$ cat src/rtl/pwmt_pkg.sv
package pwmt_pkg;
  typedef enum logic [1:0] {
    MODE_PLAIN = 2'b00,
    MODE_DUAL  = 2'b01,
    MODE_SLOPE = 2'b10,
    MODE_SPARE = 2'b11
  } mode_e;

  localparam logic [1:0] ADR_CTRL = 2'd0;
  localparam logic [1:0] ADR_CNT  = 2'd1;
  localparam logic [1:0] ADR_OCR  = 2'd2;
  localparam logic [1:0] ADR_FLAG = 2'd3;

  localparam int NUM_FLAGS = 2;
  localparam int FLG_OVF   = 0;
  localparam int FLG_CMP   = 1;
endpackage

$ cat src/rtl/pwmt_counter.sv
module pwmt_counter #(
  parameter int W = 8
) (
  input  logic         clk,
  input  logic         rst,
  input  logic         tick,
  input  logic         dual,
  input  logic         ld,
  input  logic [W-1:0] ld_val,
  output logic [W-1:0] cnt,
  output logic [W-1:0] cnt_nxt,
  output logic         step_up,
  output logic         adv,
  output logic         top_ev,
  output logic         bot_ev
);
  localparam logic [W-1:0] TOP = {W{1'b1}};

  logic dir_up_q;
  logic at_top, at_bot;

  assign at_top = (cnt == TOP);
  assign at_bot = (cnt == '0);
  assign adv    = tick && !ld;
  assign top_ev = adv && at_top;
  assign bot_ev = adv && at_bot;

  always_comb begin
    if (dual) step_up = dir_up_q ? !at_top : at_bot;
    else      step_up = 1'b1;
    cnt_nxt = step_up ? cnt + 1'b1 : cnt - 1'b1;
  end

  always_ff @(posedge clk) begin
    if (rst) begin
      cnt      <= '0;
      dir_up_q <= 1'b1;
    end else if (ld) begin
      cnt <= ld_val;
    end else if (tick) begin
      cnt      <= cnt_nxt;
      dir_up_q <= step_up;
    end
  end
endmodule

$ cat src/rtl/pwmt_compare.sv
module pwmt_compare
  import pwmt_pkg::*;
#(
  parameter int W = 8
) (
  input  logic         clk,
  input  logic         rst,
  input  logic [1:0]   mode,
  input  logic [1:0]   com,
  input  logic         wr_ocr,
  input  logic [W-1:0] wr_val,
  input  logic         adv,
  input  logic         top_ev,
  input  logic         step_up,
  input  logic [W-1:0] cnt_nxt,
  output logic [W-1:0] ocr_act,
  output logic         match,
  output logic         pwm_out
);
  localparam logic [W-1:0] TOP = {W{1'b1}};

  logic [W-1:0] ocr_buf;
  logic         pwm_mode, steady, steady_lvl;

  assign pwm_mode   = (mode == MODE_DUAL) || (mode == MODE_SLOPE);
  assign match      = adv && (cnt_nxt == ocr_act);
  assign steady     = pwm_mode && com[1] && ((ocr_act == '0) || (ocr_act == TOP));
  assign steady_lvl = (ocr_act == TOP) ^ com[0];

  always_ff @(posedge clk) begin
    if (rst) begin
      ocr_buf <= '0;
      ocr_act <= '0;
    end else begin
      if (wr_ocr) ocr_buf <= wr_val;
      if (wr_ocr && !pwm_mode)   ocr_act <= wr_val;
      else if (pwm_mode && top_ev) ocr_act <= ocr_buf;
    end
  end

  always_ff @(posedge clk) begin
    if (rst) begin
      pwm_out <= 1'b0;
    end else if (com == 2'b00 || (pwm_mode && com == 2'b01)) begin
      pwm_out <= 1'b0;
    end else if (steady) begin
      pwm_out <= steady_lvl;
    end else begin
      unique case (mode)
        MODE_SLOPE: begin
          if (match)                     pwm_out <= com[0];
          else if (adv && cnt_nxt == '0) pwm_out <= ~com[0];
        end
        MODE_DUAL: begin
          if (match) pwm_out <= step_up ? com[0] : ~com[0];
        end
        default: begin
          if (match) begin
            unique case (com)
              2'b01:   pwm_out <= ~pwm_out;
              2'b10:   pwm_out <= 1'b0;
              default: pwm_out <= 1'b1;
            endcase
          end
        end
      endcase
    end
  end
endmodule

$ cat src/rtl/pwmt_flags.sv
module pwmt_flags #(
  parameter int N = 2
) (
  input  logic         clk,
  input  logic         rst,
  input  logic [N-1:0] set_ev,
  input  logic [N-1:0] clr_wr,
  input  logic [N-1:0] ack,
  input  logic [N-1:0] ie,
  input  logic         gie,
  output logic [N-1:0] flag,
  output logic [N-1:0] irq
);
  for (genvar i = 0; i < N; i++) begin : g_flag
    always_ff @(posedge clk) begin
      if (rst)                     flag[i] <= 1'b0;
      else if (set_ev[i])          flag[i] <= 1'b1;
      else if (clr_wr[i] || ack[i]) flag[i] <= 1'b0;
    end
    assign irq[i] = flag[i] && ie[i] && gie;
  end
endmodule

$ cat src/rtl/pwm_timer8.sv
module pwm_timer8
  import pwmt_pkg::*;
#(
  parameter int W = 8
) (
  input  logic         clk,
  input  logic         rst,
  input  logic         tick,
  input  logic         wr_en,
  input  logic [1:0]   wr_addr,
  input  logic [W-1:0] wr_data,
  input  logic         ack_ovf,
  input  logic         ack_cmp,
  output logic [W-1:0] count,
  output logic         pwm_out,
  output logic         ovf_flag,
  output logic         cmp_flag,
  output logic         irq_ovf,
  output logic         irq_cmp
);
  localparam int CTRL_W = 7;

  logic [CTRL_W-1:0] ctrl_q;
  logic [W-1:0]      cnt_nxt, ocr_act;
  logic              step_up, adv, top_ev, bot_ev, match, dual;
  logic              wr_ctrl, wr_cnt, wr_ocr, wr_flag;
  logic [NUM_FLAGS-1:0] set_ev, clr_wr, ack_v, ie_v, flag_v, irq_v;

  assign wr_ctrl = wr_en && (wr_addr == ADR_CTRL);
  assign wr_cnt  = wr_en && (wr_addr == ADR_CNT);
  assign wr_ocr  = wr_en && (wr_addr == ADR_OCR);
  assign wr_flag = wr_en && (wr_addr == ADR_FLAG);
  assign dual    = (ctrl_q[1:0] == MODE_DUAL);

  always_ff @(posedge clk) begin
    if (rst)          ctrl_q <= '0;
    else if (wr_ctrl) ctrl_q <= wr_data[CTRL_W-1:0];
  end

  pwmt_counter #(.W(W)) u_cnt (
    .clk(clk), .rst(rst), .tick(tick), .dual(dual),
    .ld(wr_cnt), .ld_val(wr_data),
    .cnt(count), .cnt_nxt(cnt_nxt), .step_up(step_up),
    .adv(adv), .top_ev(top_ev), .bot_ev(bot_ev)
  );

  pwmt_compare #(.W(W)) u_cmp (
    .clk(clk), .rst(rst), .mode(ctrl_q[1:0]), .com(ctrl_q[3:2]),
    .wr_ocr(wr_ocr), .wr_val(wr_data), .adv(adv), .top_ev(top_ev),
    .step_up(step_up), .cnt_nxt(cnt_nxt),
    .ocr_act(ocr_act), .match(match), .pwm_out(pwm_out)
  );

  assign set_ev[FLG_OVF] = dual ? bot_ev : top_ev;
  assign set_ev[FLG_CMP] = match;
  assign clr_wr = wr_flag ? wr_data[NUM_FLAGS-1:0] : '0;
  assign ack_v  = {ack_cmp, ack_ovf};
  assign ie_v   = ctrl_q[5:4];

  pwmt_flags #(.N(NUM_FLAGS)) u_flg (
    .clk(clk), .rst(rst), .set_ev(set_ev), .clr_wr(clr_wr),
    .ack(ack_v), .ie(ie_v), .gie(ctrl_q[6]),
    .flag(flag_v), .irq(irq_v)
  );

  assign ovf_flag = flag_v[FLG_OVF];
  assign cmp_flag = flag_v[FLG_CMP];
  assign irq_ovf  = irq_v[FLG_OVF];
  assign irq_cmp  = irq_v[FLG_CMP];
endmodule

$ cat config.mk
export PLATFORM = sky130hd
export DESIGN_NAME = pwm_timer8
export DESIGN_NICKNAME = d
export VERILOG_FILES = /design/src/rtl/pwmt_pkg.sv /design/src/rtl/pwmt_counter.sv /design/src/rtl/pwmt_compare.sv /design/src/rtl/pwmt_flags.sv /design/src/rtl/pwm_timer8.sv
export SDC_FILE = /design/constraint.sdc
export NUM_CORES = 1
export LEC_CHECK = 0
export ABC_AREA = 1
export BUFFER_PORTS_ARGS = -buffer_cell sky130_fd_sc_hd__buf_2
export CAP_MARGIN = 30
export CORE_UTILIZATION = 46
export CTS_CLUSTER_DIAMETER = 50
export DETAILED_ROUTE_END_ITERATION = 10
export PLACE_DENSITY = 0.66
export SKIP_CTS_REPAIR_TIMING = 1
export SLEW_MARGIN = 20
export SYNTH_ARGS = -nofsm -noshare
export SYNTH_HDL_FRONTEND = slang
export SYNTH_SLANG_ARGS = --single-unit
$ cat constraint.sdc
create_clock -name clk -period 3.04 [get_ports clk]
set_input_delay 0.608 -clock clk [delete_from_list [all_inputs] [get_ports clk]]
set_output_delay 0.608 -clock clk [all_outputs]
set_load 0.1 [all_outputs]
==> Flow_metrics.wiki <==
{| class="wikitable"
! Metric !! Value
|-
| Max Clock Skew || 5.88 ps
|-
| Number of CTS-inserted buffers || 5
|-
| Clock-pin slew reported for the worst setup and hold paths after clock tree synthesis || about 80 ps
|-
| Number of fill cells || 475
|-
| First-pass GRT wire length || between 10,000 and 15,000 µm
|-
| Post-Synthesis Mean Instance Area || about 6.5 µm²
|-
| Min-delay worst type || reg2reg
|-
| Synthesis-to-finish area growth || 18.7%
|-
| Worst max-slew margin expressed relative to the limit || between 50% and 60%
|-
| Synth Instances || approximately 350
|-
| Max capacitance violation total || 0
|-
| Register bit count reported by yosys || 35
|-
| Area of the core || ~4700 µm²
|-
| Antenna Violating Nets Remaining || 0
|-
| Total Wirelength || 6210 µm
|-
| Pleak || 1.22 nW
|-
| Kind of start point of the critical path || flip-flop
|-
| Site Rows || 25
|-
| Commonest non-fill, non-tap cell in the layout || nand2_1
|-
| Sequential element share of the synthesized area || 30.9%
|-
| Hold Fails Final Rpt || 0
|-
| Switching part of the total power || between 30% and 40%
|-
| 1st-pass router iterations || 5
|-
| Core Util, Final || a little under three fifths
|-
| Depth of the most critical reg-to-reg path || 20
|-
| Actual transition at the worst max-transition pin || about 710 ps
|-
| Maximum VDD drop || 0.000255 V
|-
| Net count after synthesis || roughly 380
|-
| Post-route worst hold slack || roughly 480 ps
|-
| Distinct cell type count of the synthesized netlist || 30
|-
| Failing checks || setup timing
|-
| Share of the cycle needed by the critical path after routing || 100%
|-
| Source-to-sink clock delay at the later pin of the worst-skew pair || roughly 290 ps
|-
| Worst hold path stage count || 2
|-
| Yosys synthesis warning count || 0
|-
| Drt first-iter violations || between 150 and 200
|-
| Register area || 716 µm²
|-
| Unrepaired setup endpoints after global routing || true
|-
| Vias in the first global route || roughly 2.1k
|-
| Result of the run || complete, but fails checks
|-
| Cell Area, Synth || about 2300 µm²
|-
| Final worst path period need || ~3000 ps
|-
| Data required time of the worst path || 3230 ps
|-
| Clk sink count || 35
|-
| Gpl congestion || 0.885
|-
| DR vias || 2,376
|-
| CTS tree || built
|-
| Fmax achieved || 329 MHz
|-
| Number of antenna violations at the first check in global routing || 0
|-
| Part of the total power dissipated in sequential elements || ~46%
|-
| Switch Pwr || roughly 380 µW
|-
| HPWL after detailed placement || 4580 µm
|-
| Synth top area cells || dfxtp_1 (31%), nand2_1 (14%), inv_1 (9.0%), o21ai_0 (6.9%), nand3_1 (5.7%)
|-
| Placement Cell Area || 2490 µm²
|-
| Fraction of layout instances using a drive strength above 1 || between 20% and 30%
|-
| Post-layout net count || roughly 420
|-
| Max-slew violation total from the final report || 0
|-
| Arrival time at the worst endpoint || about 3200 ps
|-
| Critical Setup Path Class || reg2reg
|-
| Internal || 719 µW
|-
| Routed wire per std cell || roughly 14 µm
|-
| Commonest cells after routing, fill and taps aside || nand2_1 (85), inv_1 (53), o21ai_0 (31)
|-
| Least setup slack across all paths after layout || -2.10 ps
|-
| Library cell with the largest summed area after synthesis || dfxtp_1
|-
| Height of the die || between 70 and 80 µm
|-
| Logic pwr share || between 20% and 30%
|-
| Number of DRC violations after detailed routing || 0
|-
| I/O pin count || 29
|-
| Diode count || 0
|-
| Final instance area || about 2700 µm²
|-
| Combined area of the multi-input logic cells || 1370 µm²
|-
| Root cell of the clock tree || clkbuf_8
|-
| Drt via density || around 5.2
|-
| Pin count of the biggest net entering global routing || 27
|-
| Maximum buffer depth of the clock tree || 2
|-
| Clock network fraction of total power || 31.5%
|-
| Horizontal extent of the die || 72.2 µm
|-
| Global router's overall resource usage || roughly a quarter
|-
| Die Area || ~5200 µm²
|-
| Initial cell density of the core || 47.9%
|-
| Crit Path Max Fanout || 7
|-
| Number of endpoints failing setup at the final stage || 1
|-
| Aggregate global routing overflow || 0
|-
| Crit. End Element || flip-flop
|-
| Buffers on Ports || 28
|-
| Top cell type's share of synthesized area || roughly 31%
|-
| Pwr Density || 408 nW/µm²
|-
| Number of H-tree branching levels || 2
|}
==> flip-flops by register name, indices dropped and copies added (netlist names) <==
| name | cells |
|---|---|
| u_cnt.cnt | 8 |
| ctrl_q | 7 |
| u_cmp.ocr_act | 8 |
| u_cnt.dir_up_q | 1 |
| u_flg.flag | 2 |
| u_cmp.ocr_buf | 8 |
| u_cmp.pwm_out | 1 |
==> synthesized netlist by cell type, drive strengths merged <==
master  count
clkbuf      4
nor2       28
ha          9
nand2      93
o311ai      1
o211ai      1
nand3      30
a31oi      15
or2         1
a21oi      24
buf         2
inv        55
nor3        3
nand4       9
dfxtp      35
o21ai      31
a211oi      1
and3        1
nor4        3
o22ai       2
nand3b      1
xor2        1
fa          1
==> stage by stage <==
step                      setup TNS (ps)  total power, mW  std cells  worst slack, ps
final                              -2.10             1.10        459            -2.10
after global routing                -323             1.16        459             -228
after CTS                              0             1.08        450             34.8
after detailed placement               0            0.742        442             69.4
after global placement                 0            0.741        442             70.6
after floorplan                        0            0.681        351             78.6
==> worst paths after layout <==
| path | startpoint | end | slack [ps] |
|---|---|---|---|
| min | u_cmp.ocr_buf[5] | u_cmp.ocr_act[5] | 480 |
| max reg2reg | u_cnt.cnt[0] | u_cmp.pwm_out | -2 |
| min reg2reg | u_cmp.ocr_buf[5] | u_cmp.ocr_act[5] | 480 |
| max | u_cnt.cnt[0] | u_cmp.pwm_out | -2 |
==> cells by family (layout without fill, tap and decap cells) <==
| kind of cell | after synthesis | count (layout) | synth area share (%) |
|---|---|---|---|
| xor gates and xnor gates | 1 | 1 | 0.387 |
| and+or+nand+nor | 169 | 169 | 34.4 |
| DFF | 35 | 35 | 30.9 |
| buffers and inverters | 61 | 102 | 10.2 |
| AOI/OAI and AO/OA | 75 | 75 | 18.2 |
| adders and majority gates | 10 | 10 | 5.86 |
==> area by class of cell <==
| type | instances | area share, % |
|---|---|---|
| Clock buffer | 6 | 2.70 |
| Clock inverter | 2 | 0.465 |
| Inverter | 55 | 7.82 |
| Multi-Input combinational cell | 255 | 51.0 |
| Sequential cell | 35 | 26.6 |
| Tap cell | 67 | 3.12 |
| Timing Repair Buffer | 39 | 8.28 |
==> routing by layer <==
layer	GRT usage, %	share of wire [%]	vias to the layer above
met3	4.17	3.7	6
met4	7.41	1.1	0
met5	0	0	-
met2	41.8	47	48
li1	-	-	1243
met1	36.0	48	1079
==> worst max-delay path, cell delays in order, from the launching register on <==
cell and delay, ps:
dfxtp_2 360, nor2_4 110, nand2_2 70, nor2_4 110, nand2_2 90, nand3_4 90, clkinvlp_4 170, fa_1 610
inv_1 70, nand2_1 50, nand2_1 50, nor2_1 90, nand2_1 50, nor2_1 90, nand2_1 50, nor2_1 130
nand4_1 170, nor2_4 170, nand2_2 90, a31oi_1 220, a21oi_2 70
==> power groups by stage <==
stage | Combinational (mW) | Sequential, mW | Clock [mW]
floorplan | 0.121 | 0.560 | 0
global placement | 0.224 | 0.517 | 0
detailed placement | 0.225 | 0.517 | 0
CTS | 0.226 | 0.506 | 0.350
global route | 0.273 | 0.512 | 0.374
finish | 0.244 | 0.508 | 0.345
Power figures use the tool's default switching activity.
